**config.mk**
```make
export PLATFORM = sky130hd
export DESIGN_NAME = exu_core
export DESIGN_NICKNAME = d
export VERILOG_FILES = /design/src/rtl/exu_pkg.sv /design/src/rtl/exu_timing.sv /design/src/rtl/exu_decode.sv /design/src/rtl/exu_alu.sv /design/src/rtl/exu_regfile.sv /design/src/rtl/exu_core.sv
export SDC_FILE = /design/constraint.sdc
export NUM_CORES = 1
export LEC_CHECK = 0
export ABC_AREA = 1
export BUFFER_PORTS_ARGS = -buffer_cell sky130_fd_sc_hd__buf_2
export CAP_MARGIN = 20
export CORE_ASPECT_RATIO = 1.5
export CORE_UTILIZATION = 25
export CTS_BUF_LIST = sky130_fd_sc_hd__clkbuf_8
export DETAILED_ROUTE_END_ITERATION = 8
export GPL_TIMING_DRIVEN = 0
export HOLD_SLACK_MARGIN = 0.08
export PLACE_DENSITY = 0.47
export SYNTH_ARGS = -nofsm -noshare
export SYNTH_HDL_FRONTEND = slang
export SYNTH_SLANG_ARGS = --single-unit
```
**constraint.sdc**
```tcl
create_clock -name clk -period 10.22 [get_ports clk]
set_input_delay 1.022 -clock clk [delete_from_list [all_inputs] [get_ports clk]]
set_output_delay 1.022 -clock clk [all_outputs]
set_load 0.005 [all_outputs]
```
**src/rtl/exu_pkg.sv**
```systemverilog
package exu_pkg;
  localparam int XW = 8;
  localparam int RA = 5;
  localparam int IW = 12;
  localparam int HW = XW / 2;

  typedef enum logic [4:0] {
    OP_AND, OP_OR, OP_XOR, OP_NOT, OP_ADD, OP_SUB, OP_CLR, OP_INC, OP_DEC,
    OP_INCSZ, OP_DECSZ, OP_RL, OP_RR, OP_SWAP, OP_CLRW, OP_WDT, OP_BAD
  } op_e;

  typedef struct packed {
    op_e           op;
    logic          use_lit;
    logic          wr_w;
    logic          wr_f;
    logic          upd_z;
    logic          skz;
    logic [XW-1:0] lit;
    logic [RA-1:0] addr;
  } dec_t;
endpackage

```
**src/rtl/exu_timing.sv**
```systemverilog
module exu_timing #(
  parameter int PHASES = 4
) (
  input  logic clk,
  input  logic rst,
  input  logic turbo,
  output logic strobe,
  output logic cyc_end_q
);
  localparam int PW = (PHASES > 1) ? $clog2(PHASES) : 1;
  localparam logic [PW-1:0] LAST = PW'(PHASES - 1);

  logic [PW-1:0] ph;

  assign strobe = turbo | (ph == LAST);

  always_ff @(posedge clk) begin
    if (rst || turbo) ph <= '0;
    else if (ph == LAST) ph <= '0;
    else ph <= ph + 1'b1;
  end

  always_ff @(posedge clk) begin
    if (rst) cyc_end_q <= 1'b0;
    else cyc_end_q <= strobe;
  end
endmodule

```
**src/rtl/exu_decode.sv**
```systemverilog
module exu_decode
  import exu_pkg::*;
(
  input  logic [IW-1:0] word,
  output dec_t          d
);
  always_comb begin
    d         = '0;
    d.op      = OP_BAD;
    d.addr    = word[RA-1:0];
    d.lit     = word[XW-1:0];
    casez (word)
      12'b1110_????_????: begin d.op = OP_AND; d.use_lit = 1'b1; d.wr_w = 1'b1; d.upd_z = 1'b1; end
      12'b1101_????_????: begin d.op = OP_OR;  d.use_lit = 1'b1; d.wr_w = 1'b1; d.upd_z = 1'b1; end
      12'b1111_????_????: begin d.op = OP_XOR; d.use_lit = 1'b1; d.wr_w = 1'b1; d.upd_z = 1'b1; end
      12'b0000_0100_0000: begin d.op = OP_CLRW; d.wr_w = 1'b1; d.upd_z = 1'b1; end
      12'b0000_0000_0100: begin d.op = OP_WDT; end
      12'b0001_00??_????: begin d.op = OP_OR;  d.wr_f = word[5]; d.wr_w = ~word[5]; d.upd_z = 1'b1; end
      12'b0001_01??_????: begin d.op = OP_AND; d.wr_f = word[5]; d.wr_w = ~word[5]; d.upd_z = 1'b1; end
      12'b0001_10??_????: begin d.op = OP_XOR; d.wr_f = word[5]; d.wr_w = ~word[5]; d.upd_z = 1'b1; end
      12'b0001_11??_????: begin d.op = OP_ADD; d.wr_f = word[5]; d.wr_w = ~word[5]; d.upd_z = 1'b1; end
      12'b0000_101?_????: begin d.op = OP_SUB;   d.wr_f = 1'b1; d.upd_z = 1'b1; end
      12'b0000_011?_????: begin d.op = OP_CLR;   d.wr_f = 1'b1; d.upd_z = 1'b1; end
      12'b0000_111?_????: begin d.op = OP_DEC;   d.wr_f = 1'b1; d.upd_z = 1'b1; end
      12'b0010_011?_????: begin d.op = OP_NOT;   d.wr_f = 1'b1; d.upd_z = 1'b1; end
      12'b0010_101?_????: begin d.op = OP_INC;   d.wr_f = 1'b1; d.upd_z = 1'b1; end
      12'b0010_111?_????: begin d.op = OP_DECSZ; d.wr_f = 1'b1; d.skz = 1'b1; end
      12'b0011_001?_????: begin d.op = OP_RR;    d.wr_f = 1'b1; end
      12'b0011_011?_????: begin d.op = OP_RL;    d.wr_f = 1'b1; end
      12'b0011_101?_????: begin d.op = OP_SWAP;  d.wr_f = 1'b1; end
      12'b0011_111?_????: begin d.op = OP_INCSZ; d.wr_f = 1'b1; d.skz = 1'b1; end
      default:            d.op = OP_BAD;
    endcase
  end
endmodule

```
**src/rtl/exu_alu.sv**
```systemverilog
module exu_alu
  import exu_pkg::*;
(
  input  op_e           op,
  input  logic          use_lit,
  input  logic          upd_z,
  input  logic          skz,
  input  logic [XW-1:0] lit,
  input  logic [XW-1:0] fval,
  input  logic [XW-1:0] w,
  input  logic          carry_ignore,
  input  logic          c_i,
  input  logic          dc_i,
  input  logic          z_i,
  output logic [XW-1:0] res,
  output logic          c_n,
  output logic          dc_n,
  output logic          z_n,
  output logic          zero_skip
);
  localparam logic [XW-1:0] ONE = XW'(1);

  logic [XW-1:0] opnd;
  logic [XW:0]   s9;
  logic [HW:0]   s5;
  logic          cb;
  logic [XW-1:0] addend;

  assign opnd = use_lit ? lit : fval;

  always_comb begin
    res    = opnd;
    c_n    = c_i;
    dc_n   = dc_i;
    z_n    = z_i;
    cb     = 1'b0;
    addend = w;
    s9     = '0;
    s5     = '0;
    case (op)
      OP_AND:  res = opnd & w;
      OP_OR:   res = opnd | w;
      OP_XOR:  res = opnd ^ w;
      OP_NOT:  res = opnd ^ {XW{1'b1}};
      OP_ADD, OP_SUB: begin
        if (op == OP_ADD) begin
          cb     = carry_ignore ? 1'b0 : c_i;
          addend = w;
        end else begin
          cb     = carry_ignore ? 1'b1 : c_i;
          addend = ~w;
        end
        s9   = {1'b0, opnd} + {1'b0, addend} + {{XW{1'b0}}, cb};
        s5   = {1'b0, opnd[HW-1:0]} + {1'b0, addend[HW-1:0]} + {{HW{1'b0}}, cb};
        res  = s9[XW-1:0];
        c_n  = s9[XW];
        dc_n = s5[HW];
      end
      OP_CLR, OP_CLRW:   res = '0;
      OP_INC, OP_INCSZ:  res = opnd + ONE;
      OP_DEC, OP_DECSZ:  res = opnd - ONE;
      OP_RL: begin
        res = {opnd[XW-2:0], c_i};
        c_n = opnd[XW-1];
      end
      OP_RR: begin
        res = {c_i, opnd[XW-1:1]};
        c_n = opnd[0];
      end
      OP_SWAP: res = {opnd[HW-1:0], opnd[XW-1:HW]};
      default: res = opnd;
    endcase
    if (upd_z) z_n = (res == '0);
    zero_skip = skz && (res == '0);
  end
endmodule

```
**src/rtl/exu_regfile.sv**
```systemverilog
module exu_regfile #(
  parameter int DW = 8,
  parameter int AW = 5
) (
  input  logic          clk,
  input  logic          we,
  input  logic [AW-1:0] addr,
  input  logic [DW-1:0] wdata,
  output logic [DW-1:0] rdata
);
  localparam int DEPTH = 1 << AW;

  logic [DW-1:0] mem [DEPTH];

  always_ff @(posedge clk) begin
    if (we) mem[addr] <= wdata;
  end

  assign rdata = mem[addr];
endmodule

```
**src/rtl/exu_core.sv**
```systemverilog
module exu_core
  import exu_pkg::*;
#(
  parameter int PHASES = 4
) (
  input  logic          clk,
  input  logic          rst,
  input  logic          turbo,
  input  logic          carry_ignore,
  input  logic [IW-1:0] insn,
  output logic [XW-1:0] w_out,
  output logic [XW-1:0] res_out,
  output logic          res_to_file,
  output logic          st_c,
  output logic          st_dc,
  output logic          st_z,
  output logic          st_to,
  output logic          st_pd,
  output logic          skip_req,
  output logic          illegal,
  output logic          wdt_clr,
  output logic          cyc_end
);
  logic          stb;
  dec_t          dec;
  logic [XW-1:0] fval;
  logic [XW-1:0] res;
  logic          c_n, dc_n, z_n, zskip;
  logic          live;
  logic          f_we;

  logic [XW-1:0] w_q, res_q;
  logic          rf_q, c_q, dc_q, z_q, to_q, pd_q, stall_q, bad_q, wdt_q;

  exu_timing #(.PHASES(PHASES)) u_tim (
    .clk(clk), .rst(rst), .turbo(turbo), .strobe(stb), .cyc_end_q(cyc_end)
  );

  exu_decode u_dec (.word(insn), .d(dec));

  assign live = stb && !stall_q && !rst;
  assign f_we = live && dec.wr_f;

  exu_regfile #(.DW(XW), .AW(RA)) u_rf (
    .clk(clk), .we(f_we), .addr(dec.addr), .wdata(res), .rdata(fval)
  );

  exu_alu u_alu (
    .op(dec.op), .use_lit(dec.use_lit), .upd_z(dec.upd_z), .skz(dec.skz),
    .lit(dec.lit), .fval(fval), .w(w_q), .carry_ignore(carry_ignore),
    .c_i(c_q), .dc_i(dc_q), .z_i(z_q),
    .res(res), .c_n(c_n), .dc_n(dc_n), .z_n(z_n), .zero_skip(zskip)
  );

  always_ff @(posedge clk) begin
    if (rst) begin
      w_q     <= '0;
      res_q   <= '0;
      rf_q    <= 1'b0;
      c_q     <= 1'b0;
      dc_q    <= 1'b0;
      z_q     <= 1'b0;
      to_q    <= 1'b0;
      pd_q    <= 1'b0;
      stall_q <= 1'b0;
      bad_q   <= 1'b0;
      wdt_q   <= 1'b0;
    end else begin
      wdt_q <= 1'b0;
      if (stb) begin
        stall_q <= 1'b0;
        bad_q   <= 1'b0;
        if (!stall_q) begin
          if (dec.op == OP_BAD) begin
            bad_q <= 1'b1;
          end else if (dec.op == OP_WDT) begin
            to_q  <= 1'b1;
            pd_q  <= 1'b1;
            wdt_q <= 1'b1;
          end else begin
            res_q   <= res;
            rf_q    <= dec.wr_f;
            c_q     <= c_n;
            dc_q    <= dc_n;
            z_q     <= z_n;
            stall_q <= zskip;
            if (dec.wr_w) w_q <= res;
          end
        end
      end
    end
  end

  assign w_out       = w_q;
  assign res_out     = res_q;
  assign res_to_file = rf_q;
  assign st_c        = c_q;
  assign st_dc       = dc_q;
  assign st_z        = z_q;
  assign st_to       = to_q;
  assign st_pd       = pd_q;
  assign skip_req    = stall_q;
  assign illegal     = bad_q;
  assign wdt_clr     = wdt_q;
endmodule

```
# ---- Yosys cells after proc, flatten, opt, wreduce, memory -nomap -nowiden
# Memory sizes are Yosys's and may differ from the RTL's.
# Index checks and enable logic that the tools add are counted.
dict set report word_totals {
  reg_bits 27
  ramBits 256
  latchBits 0
  output_inout_bits 26
  rom_bits 0
  wordCells 121
  memories 1
  in_bits 16
}
# memory depth word_bits rd rd_clocked_by_memory_dff write_ports line
set memory_table {}
lappend memory_table {u_rf.mem 32 8 1 0 1 exu_regfile.sv:13} ;# logic [DW-1:0] mem [DEPTH];
dict set report classes {
  n_addsub 7
  n_eq_ne 36
  n_div 0
  mul 0
  order_cmp 0
  bitwise 11
  shifts 0
  n_mux 23
  reduce_logical 31
}
# operator count
set op_table {}
lappend op_table {{one-hot mux 8 bit (11 select lines)} 1}
lappend op_table {{one-hot mux 5 bit (16 select lines)} 1}
lappend op_table {{== test 7 x 5 -> 1 bit, second input constant} 7}
lappend op_table {{== test 5 x 4 -> 1 bit, second input constant} 8}
lappend op_table {{== test 6 x 3 -> 1 bit, second input constant} 4}
lappend op_table {{2-to-1 mux 8 bit} 3}
lappend op_table {{== test 5 x 3 -> 1 bit, second input constant} 4}
lappend op_table {{AND reduction 5 bit} 4}
lappend op_table {{OR reduction 2 bit} 9}
lappend op_table {{inverter 8 bit} 2}
lappend op_table {{2-to-1 mux 1 bit} 15}
lappend op_table {{== test 7 x 3 -> 1 bit, second input constant} 2}
lappend op_table {{OR reduction 13 bit} 1}
lappend op_table {{== test 12 x 3 -> 1 bit, second input constant} 1}
lappend op_table {{== test 12 x 7 -> 1 bit, second input constant} 1}
lappend op_table {{== test 4 bit, second input constant} 3}
lappend op_table {{OR reduction 4 bit} 3}
lappend op_table {{== test 5 x 2 -> 1 bit, second input constant} 2}
lappend op_table {{OR reduction 10 bit} 1}
lappend op_table {{adder 8 x 8 -> 9 bit} 1}
lappend op_table {{adder 9 x 1 -> 9 bit} 1}
lappend op_table {{adder 8 x 1 -> 8 bit, second input constant} 1}
lappend op_table {{bitwise AND 8 bit} 1}
lappend op_table {{logical NOT 8 bit} 1}
lappend op_table {{21 further kinds} 31}

# ---- Logic depth before layout (Yosys ltp)
# Gate-level depths: netlist (run 1).
dict set report logic_depth {
  word_depth 14
  depth_mapped 32
  mapped_depth_nobuf 30
}

# ---- Hierarchy
# Synthesis (run 1) repeated with hierarchy kept, for this count alone.
dict set report unflattened {
  cells_unflattened 1705
  area_unflattened_um2 14661.6
}
# mod area_per_inst_um2 cells_each seq_area_each_um2 instances
set by_module_without_submodules {}
lappend by_module_without_submodules {exu_regfile 10827.9 1055 7687.4 1}
lappend by_module_without_submodules {exu_alu 2085.8 389 0.0 1}
lappend by_module_without_submodules {exu_core 1072.3 134 480.5 1}
lappend by_module_without_submodules {exu_decode 568.0 114 0.0 1}
lappend by_module_without_submodules {exu_timing 107.6 13 60.1 1}

# ---- Worst setup path before layout (run 1)
# OpenSTA, ideal clock, no wires.
dict set report synth_path {
  path_type {input -> register}
  from {input port insn[0]}
  to {register z_q (netlist: st_z)}
  required_time_ns 10.150
  setup_time_ns 0.070
  arrival_ns 4.732
  n_path_buf 2
  cell_stages 28
  slack_ns 5.418
  cell_sequence {buf_6 -> nor2_2 -> buf_2 -> nand2_1 -> nand4_1 -> nand3_1 -> nand2_1 -> nand2_1 -> nand3_2 -> inv_1 -> fa_1 -> fa_1 -> inv_1 -> nand3_1 -> nand2_1 -> nand2_1 -> nand2_1 -> a21oi_1 -> nor2_1 -> nand3b_1 -> nand3_1 -> nor2_1 -> nand3_1 -> nor2_1 -> nand2_1 -> nor2_1 -> nand3_1 -> a21oi_1}
}
dict set report synth_via {
  elab_chain_len 9
  word_cells_on_any_way 45
  cone_classes {add/sub (4); eq/ne (18); mux (8); bitwise (6); reduce/logical (8); memory (1)}
}
# element line
set synth_lines {}
lappend synth_lines {{start: declaration} exu_core.sv:10} ;# input logic [IW-1:0] insn,
lappend synth_lines {{== test 12 x 3 -> 1 bit or == test 12 x 7 -> 1 bit (tied branches)} exu_decode.sv:12} ;# casez (word)
lappend synth_lines {{one-hot mux 5 bit (16 select lines)} exu_decode.sv:12}
lappend synth_lines {{== test 5 x 3 -> 1 bit} {exu_alu.sv:40, exu_alu.sv:46}}
lappend synth_lines {{2-to-1 mux 8 bit} exu_alu.sv:46} ;# if (op == OP_ADD) begin
lappend synth_lines {{2-to-1 mux 8 bit} exu_alu.sv:40} ;# case (op)
lappend synth_lines {{adder 8 x 8 -> 9 bit} exu_alu.sv:53} ;# s9 = {1'b0, opnd} + {1'b0, addend} + {{XW{1'b0}}, cb};
lappend synth_lines {{adder 9 x 1 -> 9 bit} exu_alu.sv:53}
lappend synth_lines {{one-hot mux 8 bit (11 select lines) *} exu_alu.sv:40}
lappend synth_lines {{via res[6]} exu_core.sv:27} ;# logic [XW-1:0] res;
lappend synth_lines {{logical NOT 8 bit *} exu_alu.sv:73} ;# if (upd_z) z_n = (res == '0);
lappend synth_lines {{end signal: assignment} exu_core.sv:85} ;# z_q <= z_n;
lappend synth_lines {{end: declaration} exu_core.sv:33} ;# logic rf_q, c_q, dc_q, z_q, to_q, pd_q, stall_q, bad_q, wdt_q;
# The timed path passes the listed nets; every way through them passes the cells marked *. The select of a mux whose other input is x is not followed.
# A chain may end at the register's enable or synchronous reset.

# ---- Final worst setup path (run 1)
dict set report layout_path {
  from {input port insn[1]}
  to {register z_q (netlist: st_z)}
}
# Same word-level chain as after synthesis.

==> metrics.csv, run 1 <==
metric;value;unit
status;completed;
HPWL Detailed;31.5;mm
post-CTS sizing;0;
clk slew on worst S/H paths;60;ps
ys async rst share;0;
worst slew pin tran;999;ps
Setup TNS;0;ps
Compound-Gate Fraction of Synth Area;0.0371;
syn avg cell area;9.32;um2
filler cell count;5651;
die area;0.0552;mm2
syn_nets;1507;
min-delay worst type;reg -> reg;
I/O pin count;42;
routed vias;10300;
final layout net count;1599;
post-route clock period utilization;0.557;
Starting Density;0.253;
Max Cap Viol;0;
clk_lat worst skew;600;ps
die width;192;um
first-pass GRT wire length;65.3;mm
antenna violations before repair;2;
Synth Area in Simple Gates;0.264;
wire per inst;19.6;um
Total GRT Usage;0.162;
WS Path Type;in -> reg;
DIE HEIGHT;287;um
Clock Skew;41.8;ps
Syn. warnings;0;
Worst VDD drop;0.0000776;V
Fmax;176;MHz
Yosys reg bits;283;
IO Port Bufs;38;
RSZ-0062 raised after global routing;false;
slew margin rel.;0.331;
Syn Inst Count;1457;
final setup vio count;0;
Hold Vio Cnt, Final;0;
Seq/Total Area, Yosys;0.606;
worst slack, placed;4020;ps
register area;0.00823;mm2
H-tree Lvls;2;
DRT Pass-1 Iters;9;
Routed WL;44.5;mm
required time worst endpoint;10730;ps
Max Buffers Root-to-Sink;3;
leak pwr;6.53;nW
largest stage delay on the critical path;730;ps
RePlAce Congestion;0.921;
Power Density;167;mW/mm2
Post-synth EDFFs;256;
Slew Limit Fails;0;
CTS Buf Count;44;
DRT iter0 DRCs;823;
# clock sinks;283;
share of cells above drive strength 1;0.104;
DP Cell Count;2191;
critical path startpoint category;input pin;
setup slack after layout;4530;ps
TritonCTS clock tree;built;
cell mode on critical path;nand2_1;
CP Capture Type;flop;
row count;104;
post-synthesis xor/xnor area fraction;0.00774;
cts-stage hold buffer count;0;
combinational family with the most area after synthesis;simple AND/OR/NAND/NOR gates;
Root Buffer;clkbuf_8;
Core Footprint;0.0536;mm2
setup repair bufs after CTS;0;
Synth Cell Area;0.0136;mm2
largest net degree at the start of global routing;36;
non-filler cells, final;2272;
CP max-delay cell;clkbuf_1;
area grow syn2layout;15.0;%
antenna-violating nets left;0;
crit-path max FO;35;
final global-route overflow total;0;
clock period minus final worst setup slack;5690;ps
area of the multi-input gates;0.00464;mm2
Remaining DRCs;0;
vias per inst;4.55;
adder-cell share of the synthesized area;0.0330;
vias in the first global route;10300;
dominant synthesized flop cell;edfxtp_1;
critical path arrival;6200;ps
Netlist cell types;38;
Final Core Density;0.291;
multiplexer share of the synthesized area;0;
worst max-delay path: cells and delay by family:
kind	cells	cell delay, ps
AOI/OAI and AO/OA	2	370
adders and majority gates	2	900
buffers and inverters	5	1340
and+or+nand+nor	16	2520
per-layer routing:
metal / track usage / up-vias / part of all wire
met4: 0.0844 / 2 / 0.052
met1: 0.178 / 4889 / 0.37
met3: 0.0200 / 121 / 0.050
li1: - / 5003 / -
met2: 0.300 / 332 / 0.53
met5: 0 / - / 0.00025
synthesized netlist by cell type (all sizes together), types with 10 or more instances:
library cell,count,area share
nand2,634,0.18
edfxtp,256,0.57
inv,110,0.030
nor2,103,0.030
nand3,87,0.035
a21oi,43,0.016
buf,39,0.018
ha,31,0.029
o21ai,31,0.011
dfxtp,27,0.040
nand4,26,0.012
clkbuf,13,0.0036
nor3,11,0.0049
xor2,10,0.0065
layout by cell type, fill, tap and decap left out, types with 2 or more instances in the layout:
cell type and n:
nand2_1 631, edfxtp_1 256, inv_1 118, nor2_1 97
nand3_1 78, buf_2 60, clkbuf_8 46, a21oi_1 43
ha_1 31, o21ai_0 29, dfxtp_1 27, nand4_1 26
clkbuf_1 13, clkinv_1 12, xor2_1 10, nor3_1 10
nand3_2 9, buf_6 7, buf_4 5, nor2_2 5
buf_1 5, nand3b_1 5, o211ai_1 5, or2_2 5
clkinv_2 5, inv_2 4, buf_8 4, nand2_2 3
o22ai_1 3, o21a_1 3, fa_1 3, buf_16 3
a221oi_1 2, a211oi_1 2, xnor2_1 2, nor3b_1 2
o21ai_1 2
metrics by stage:
step / hold WS [ps] / power, W / area, um2
after floorplan: 397 / 0.00155 / 13600
after global placement: 407 / 0.00169 / 14600
after detailed placement: 415 / 0.00172 / 14800
after CTS: 424 / 0.00263 / 15600
after global routing: 439 / 0.00270 / 15600
final: 423 / 0.00261 / 15600
where the power goes:
group          internal, W  switching (W)  total (W)  leakage [nW]
Sequential         0.00132     0.00000573    0.00132          2.54
Combinational     0.000104       0.000269   0.000372          3.53
Clock             0.000446       0.000468   0.000914         0.461
Total              0.00186       0.000742    0.00261          6.53
cells by family (layout without fill, tap and decap cells):
family,count (synthesis),in the layout
AOI/OAI and AO/OA,92,92
xor gates and xnor gates,12,12
adders and majority gates,34,34
buffers and inverters,163,288
DFF,283,283
other,0,1
and+or+nand+nor,873,873
final timing paths:
| check | start | end | slack [ps] | cells past startpoint |
|---|---|---|---|---|
| worst max-delay path | insn[1] | st_z | 4530 | 25 |
| worst min-delay path | u_tim.ph[0] | u_tim.ph[0] | 420 | 1 |
| worst max register to register | u_rf.mem[17][0] | st_z | 5580 | 26 |
| worst min register to register | u_tim.ph[0] | u_tim.ph[0] | 420 | 1 |
sequential cells by signal, indices dropped and copies added (netlist names):
| register | count |
|---|---|
| u_rf.mem | 256 |
| w_out | 8 |
| st_z | 1 |
| illegal | 1 |
| u_tim.cyc_end_q | 1 |
| skip_req | 1 |
| res_out | 8 |
| res_to_file | 1 |
| wdt_clr | 1 |
| u_tim.ph | 2 |
| st_pd | 1 |
| st_dc | 1 |
| st_c | 1 |
layout make-up:
| class | instances | area share |
|---|---|---|
| Antenna cell | 1 | 0.000160 |
| Sequential cell | 283 | 0.527 |
| Clock buffer | 46 | 0.0406 |
| Timing Repair Buffer | 46 | 0.0226 |
| Clock inverter | 33 | 0.0112 |
| Tap cell | 689 | 0.0552 |
| Multi-Input combinational cell | 1011 | 0.298 |
| Buffer | 52 | 0.0188 |
| Inverter | 111 | 0.0267 |
Note: power is estimated with default switching activity, not from simulation.
==> run 2, diff against run 1 <==
Settings changed: PLACE_DENSITY 0.47 to 0.48.
Clock period 10.22 ns to 5 ns, I/O delays scaled along.
==> run 2 against run 1 <==
Net effect:
- the flow now finishes with violations (design-rule violations)
- largest power group unchanged
- flip-flop and latch count stayed put
- cell area is 0.18% higher
- die area unchanged
==> metrics.csv, run 2 (same netlist as run 1, synthesis figures left out) <==
metric;value;unit;change
# clock sinks;283;;unchanged
DIE HEIGHT;287;um;unchanged
min-delay worst type;in -> reg;;was reg -> reg
CTS Buf Count;44;;unchanged
Power Density;336;mW/mm2;was 167 mW/mm2
status;finished with violations;;was completed
IO Port Bufs;38;;unchanged
Root Buffer;clkbuf_8;;unchanged
register area;0.00823;mm2;unchanged
I/O pin count;42;;unchanged
Worst VDD drop;0.000162;V;was 0.0000776 V
Starting Density;0.253;;unchanged
Hold Vio Cnt, Final;0;;unchanged
commonest non-fill, non-tap cell in the layout;nand2_1;;unchanged
critical path startpoint category;input pin;;unchanged
largest net degree at the start of global routing;35;;was 36
area of the multi-input gates;0.00465;mm2;was 0.00464 mm2
required time worst endpoint;5530;ps;was 10730 ps
filler cell count;5682;;was 5651
clock period minus final worst setup slack;4570;ps;
vias per inst;4.58;;was 4.55
setup slack after layout;431;ps;was 4530 ps
critical path arrival;5100;ps;was 6200 ps
crit-path max FO;34;;was 35
leak pwr;6.56;nW;was 6.53 nW
HPWL Detailed;31.4;mm;was 31.5 mm
Total GRT Usage;0.162;;about the same
Routed WL;44.4;mm;was 44.5 mm
slew margin rel.;0.308;;was 0.331
Setup TNS;0;ps;unchanged
Fmax;219;MHz;
wire per inst;19.5;um;was 19.6 um
CP Capture Type;flop;;unchanged
DRT Pass-1 Iters;8;;was 9
worst slack, placed;-493;ps;was 4020 ps
Slew Limit Fails;0;;unchanged
post-route clock period utilization;0.914;;
Core Footprint;0.0536;mm2;unchanged
max reg flops;256;;unchanged
H-tree Lvls;2;;unchanged
Final Core Density;0.292;;was 0.291
Crit path buffers/inverters;5;;unchanged
final setup vio count;0;;unchanged
largest stage delay on the critical path;530;ps;was 730 ps
antenna-violating nets left;0;;unchanged
final layout net count;1602;;was 1599
die area;0.0552;mm2;unchanged
most frequent cells in the layout;631 x nand2_1, 256 x edfxtp_1, 123 x inv_1;;was 631 x nand2_1, 256 x edfxtp_1, 118 x inv_1
clk_lat worst skew;590;ps;was 600 ps
violated checks;design-rule violations;;
WS Path Type;in -> reg;;unchanged
Max Buffers Root-to-Sink;3;;unchanged
RSZ-0062 raised after global routing;false;;unchanged
cts-stage hold buffer count;0;;unchanged
row count;104;;unchanged
antenna violations before repair;3;;was 2
routed vias;10400;;was 10300
Max Cap Viol;0;;unchanged
final global-route overflow total;0;;unchanged
clk slew on worst S/H paths;70;ps;was 60 ps
CP max-delay cell;clkbuf_1;;unchanged
area grow syn2layout;15.2;%;was 15.0%
worst slew pin tran;1030;ps;was 999 ps
RePlAce Congestion;0.907;;was 0.921
share of cells above drive strength 1;0.105;;was 0.104
Clock Skew;26.5;ps;was 41.8 ps
Remaining DRCs;1;;was 0
first-pass GRT wire length;65.2;mm;was 65.3 mm
Reg with most FFs;u_rf.mem;;unchanged
vias in the first global route;10300;;about the same
TritonCTS clock tree;built;;unchanged
DRT iter0 DRCs;750;;was 823
Final Power;0.00525;W;was 0.00261 W
Crit path max-delay family;simple AND/OR/NAND/NOR gates;;unchanged
die width;192;um;unchanged
[run 2: changes by cell type in the layout (fill, tap and decap cells not counted), sizes merged]
cell,change
clkbuf,+2
inv,+3
clkinv,-5
bufinv,-1
buf,+1
[run 2: layout make-up]
| type | count | area share |
|---|---|---|
| Sequential cell | 283 | 0.526 |
| Multi-Input combinational cell | 1011 | 0.297 |
| Tap cell | 689 | 0.0551 |
| Clock buffer | 46 | 0.0405 |
| Timing Repair Buffer | 49 | 0.0269 |
| Inverter | 111 | 0.0269 |
| Buffer | 52 | 0.0193 |
| Clock inverter | 30 | 0.00760 |
| Antenna cell | 1 | 0.000160 |
[run 2: per-layer routing]
metal	share of wire	routed length, um	vias to the layer above	track usage
met5	0.00034	15	-	0
met4	0.041	1810	2	0.0768
met1	0.38	16700	5020	0.178
li1	-	-	5000	-
met3	0.044	1970	97	0.0183
met2	0.54	23900	297	0.303
[run 2: report_power, final]
part / switching, W / total (W) / internal, W / leakage (nW)
clock: 0.000919 / 0.00176 / 0.000846 / 0.455
combinational: 0.000552 / 0.000785 / 0.000233 / 3.57
sequential: 0.0000115 / 0.00270 / 0.00269 / 2.54
total: 0.00148 / 0.00525 / 0.00376 / 6.56
[run 2: worst paths after layout]
check             depth (start not counted)  slack, ps           start           to
setup / recovery                         25        430         insn[4]         st_z
hold / removal                            4        230           turbo     skip_req
setup reg to reg                         30        810  u_rf.mem[1][0]         st_z
hold reg to reg                           1        420     u_tim.ph[0]  u_tim.ph[0]
[run 2: worst register-to-register path, delay by kind of cell (launching register included)]
family / cells / cell delay (ps)
DFF: 1 / 330
buffers and inverters: 4 / 550
adders and majority gates: 2 / 890
AOI/OAI and AO/OA: 2 / 210
and+or+nand+nor: 22 / 2130
[run 2: what timing repair did]
action	4_1_cts	5_1_grt
endpoints found under the setup margin	0	59
hold endpoints to repair	0	0
gates resized for setup	0	12
buffers inserted	0	1
[run 2: metrics by stage]
| step | instance area, um2 | hold slack (ps) | std cells |
|---|---|---|---|
| 5_1_grt | 15600 | 239 | 2272 |
| 3_3_place_gp | 14600 | 406 | 2184 |
| 3_5_place_dp | 14800 | 414 | 2193 |
| 6_report | 15600 | 231 | 2272 |
| 2_1_floorplan | 13600 | 397 | 1457 |
| 4_1_cts | 15600 | 205 | 2269 |
==> run 3, diff against run 2 <==
Settings changed: CORE_UTILIZATION 25 to 59, PLACE_DENSITY 0.48 to 0.87, SYNTH_HIERARCHICAL set to 1.
==> run 3 against run 2 <==
Net effect:
- the flow now finishes without violations
- count of clock-buffer cells in the layout is 5 lower
- critical path depth is 4 higher
- synthesized area is 8.0% higher
- cell area is 3.8% higher
- utilization is 37 points higher
- register-to-register slack better by 50 ps
==> metrics.csv, run 3 <==
metric;value;unit;change
largest net degree at the start of global routing;36;;was 35
DIE HEIGHT;195;um;was 287 um
min-delay worst type;in -> reg;;unchanged
Design Area, Final;0.0162;mm2;was 0.0156 mm2
Post-Place Cell Area;0.0154;mm2;was 0.0148 mm2
dominant synthesized flop cell;edfxtp_1;;unchanged
CTS Buf Count;40;;was 44
Total GRT Usage;0.328;;was 0.162
# clock sinks;283;;unchanged
WS Path Type;in -> reg;;unchanged
TritonCTS clock tree;built;;unchanged
area grow syn2layout;10.7;%;was 15.2%
most frequent cells in the layout;855 x nand2_1, 256 x edfxtp_1, 152 x nor2_1;;was 631 x nand2_1, 256 x edfxtp_1, 123 x inv_1
Reg with most FFs;u_rf/mem;;was u_rf.mem
final layout net count;1849;;was 1602
share of cells above drive strength 1;0.144;;was 0.105
required time worst endpoint;5490;ps;was 5530 ps
vias per inst;5.53;;was 4.58
Remaining DRCs;0;;was 1
row count;70;;was 104
HPWL Detailed;28.1;mm;was 31.4 mm
post-route clock period utilization;0.937;;was 0.914
status;completed;;was finished with violations
Syn Inst Count;1705;;was 1457
Power Density;318;mW/mm2;was 336 mW/mm2
share of the synthesized area in the top cell type;0.524;;was 0.566
Routed WL;40.3;mm;was 44.4 mm
leak pwr;7.32;nW;was 6.56 nW
Fmax;213;MHz;was 219 MHz
critical path startpoint category;input pin;;unchanged
Worst VDD drop;0.000229;V;was 0.000162 V
die width;131;um;was 192 um
cell mode on critical path;nand2_1;;
commonest non-fill, non-tap cell in the layout;nand2_1;;unchanged
syn avg cell area;8.60;um2;was 9.32 um2
I/O pin count;42;;unchanged
filler cell count;1964;;was 5682
Synth area leader;edfxtp_1;;unchanged
Synth Cell Area;0.0147;mm2;was 0.0136 mm2
die area;0.0255;mm2;was 0.0552 mm2
critical path arrival;5180;ps;was 5100 ps
Core Footprint;0.0243;mm2;was 0.0536 mm2
clk_lat worst skew;560;ps;was 590 ps
antenna-violating nets left;0;;unchanged
clk slew on worst S/H paths;60;ps;was 70 ps
final global-route overflow total;0;;unchanged
H-tree Lvls;2;;unchanged
final setup vio count;0;;unchanged
IO Port Bufs;41;;was 38
Final Core Density;0.666;;was 0.292
DRT iter0 DRCs;1098;;was 750
Hold Vio Cnt, Final;0;;unchanged
RePlAce Congestion;0.999;;was 0.907
Syn. warnings;6;;was 0
CP Capture Type;flop;;unchanged
routed vias;11900;;was 10400
cts-stage hold buffer count;0;;unchanged
Max Buffers Root-to-Sink;3;;unchanged
CP max-delay cell;fa_1;;was clkbuf_1
clock period minus final worst setup slack;4690;ps;was 4570 ps
max reg flops;256;;unchanged
Post-synth top cells;856 x nand2_1, 256 x edfxtp_1, 154 x nor2_1, 87 x inv_1, 62 x nand3_1;;was 631 x nand2_1, 256 x edfxtp_1, 106 x inv_1, 97 x nor2_1, 80 x nand3_1
vias in the first global route;11700;;was 10300
setup slack, reg-to-reg;860;ps;was 810 ps
Netlist cell types;44;;was 38
Max Cap Viol;0;;unchanged
Yosys reg bits;283;;unchanged
antenna violations before repair;0;;was 3
crit-path max FO;10;;was 34
Clock Skew;21.5;ps;was 26.5 ps
ys async rst share;0;;unchanged
Slew Limit Fails;0;;unchanged
Post-synth EDFFs;256;;unchanged
ranking of synthesized cells by area;edfxtp_1 52%, nand2_1 22%, nor2_1 3.9%, dfxtp_1 3.7%, ha_1 2.6%;;was edfxtp_1 57%, nand2_1 17%, dfxtp_1 4.0%, nand3_1 2.9%, inv_1 2.9%
wire per inst;18.7;um;was 19.5 um
worst slew pin tran;1010;ps;was 1030 ps
slew margin rel.;0.323;;was 0.308
DRT Pass-1 Iters;5;;was 8
largest stage delay on the critical path;460;ps;was 530 ps
syn_nets;1754;;was 1507
top-count cell post-synth;nand2_1;;unchanged
Seq/Total Area, Yosys;0.561;;was 0.606
Starting Density;0.602;;was 0.253
Root Buffer;clkbuf_8;;unchanged
first-pass GRT wire length;61.1;mm;was 65.2 mm
[run 3: final cells by class]
type,count,area (um2),share of cell area
flip-flops and latches,283,8230,0.507
multi-input cells,1244,5640,0.347
clock buffers,41,564,0.0348
inverters,113,430,0.0265
plain buffers,66,424,0.0261
well taps,324,405,0.0250
repair buffers,52,390,0.0241
clock inverters,25,141,0.00871
diodes,1,2.50,0.000154
[run 3: final timing paths]
path | from | end | cells after the start
worst max-delay path | insn[6] | st_z | 29
worst min-delay path | rst | res_out[6] | 2
worst max register to register | u_rf/mem[10][0] | st_z | 26
worst min register to register | u_tim/ph[0] | u_tim/ph[0] | 1
[run 3: cell families after synthesis]
group                    count (synthesis)  synth area share
flip-flops                             283             0.561
buffers and inverters                  179            0.0580
AO/OA/AOI/OAI                           51            0.0238
XOR/XNOR                                 9           0.00538
adder cells (fa/ha/maj)                 33            0.0297
AND/OR/NAND/NOR                       1150             0.322
[run 3: repair_timing]
item,CTS,global route
buffers inserted,2,2
cloned,1,0
setup endpoints to repair,37,134
gates resized for setup,4,5
pin swaps,1,1
[run 3: through the flow]
step           hold slack [ps]  setup slack [ps]  power [W]  cells  setup TNS, ps
2_1_floorplan              397               309    0.00322   1705              0
3_3_place_gp               405             -1300    0.00346   2070        -186680
3_5_place_dp               419             -1150    0.00353   2077         -74860
4_1_cts                    191              76.9    0.00516   2146              0
5_1_grt                    220             -4.49    0.00534   2148          -4.49
6_report                   211               315    0.00516   2149              0
[run 3: critical path, delay by kind of cell]
family,cells,cell delay [ps]
XOR/XNOR,2,400
AO/OA/AOI/OAI,2,190
buffers and inverters,5,650
AND/OR/NAND/NOR,18,2530
adder cells (fa/ha/maj),2,910
[run 3: report_power, final]
group | switching (W) | internal, W | leakage, nW
Combinational | 0.000585 | 0.000246 | 4.38
Sequential | 0.0000115 | 0.00268 | 2.54
Clock | 0.000830 | 0.000813 | 0.388
[run 3: metal layers]
| metal | global-route usage | vias to the layer above | wire length [um] |
|---|---|---|---|
| li1 | - | 5637 | - |
| met1 | 0.342 | 5422 | 13200 |
| met2 | 0.574 | 647 | 20900 |
| met3 | 0.0597 | 182 | 3090 |
| met4 | 0.245 | 0 | 3010 |
| met5 | 0 | - | 0 |
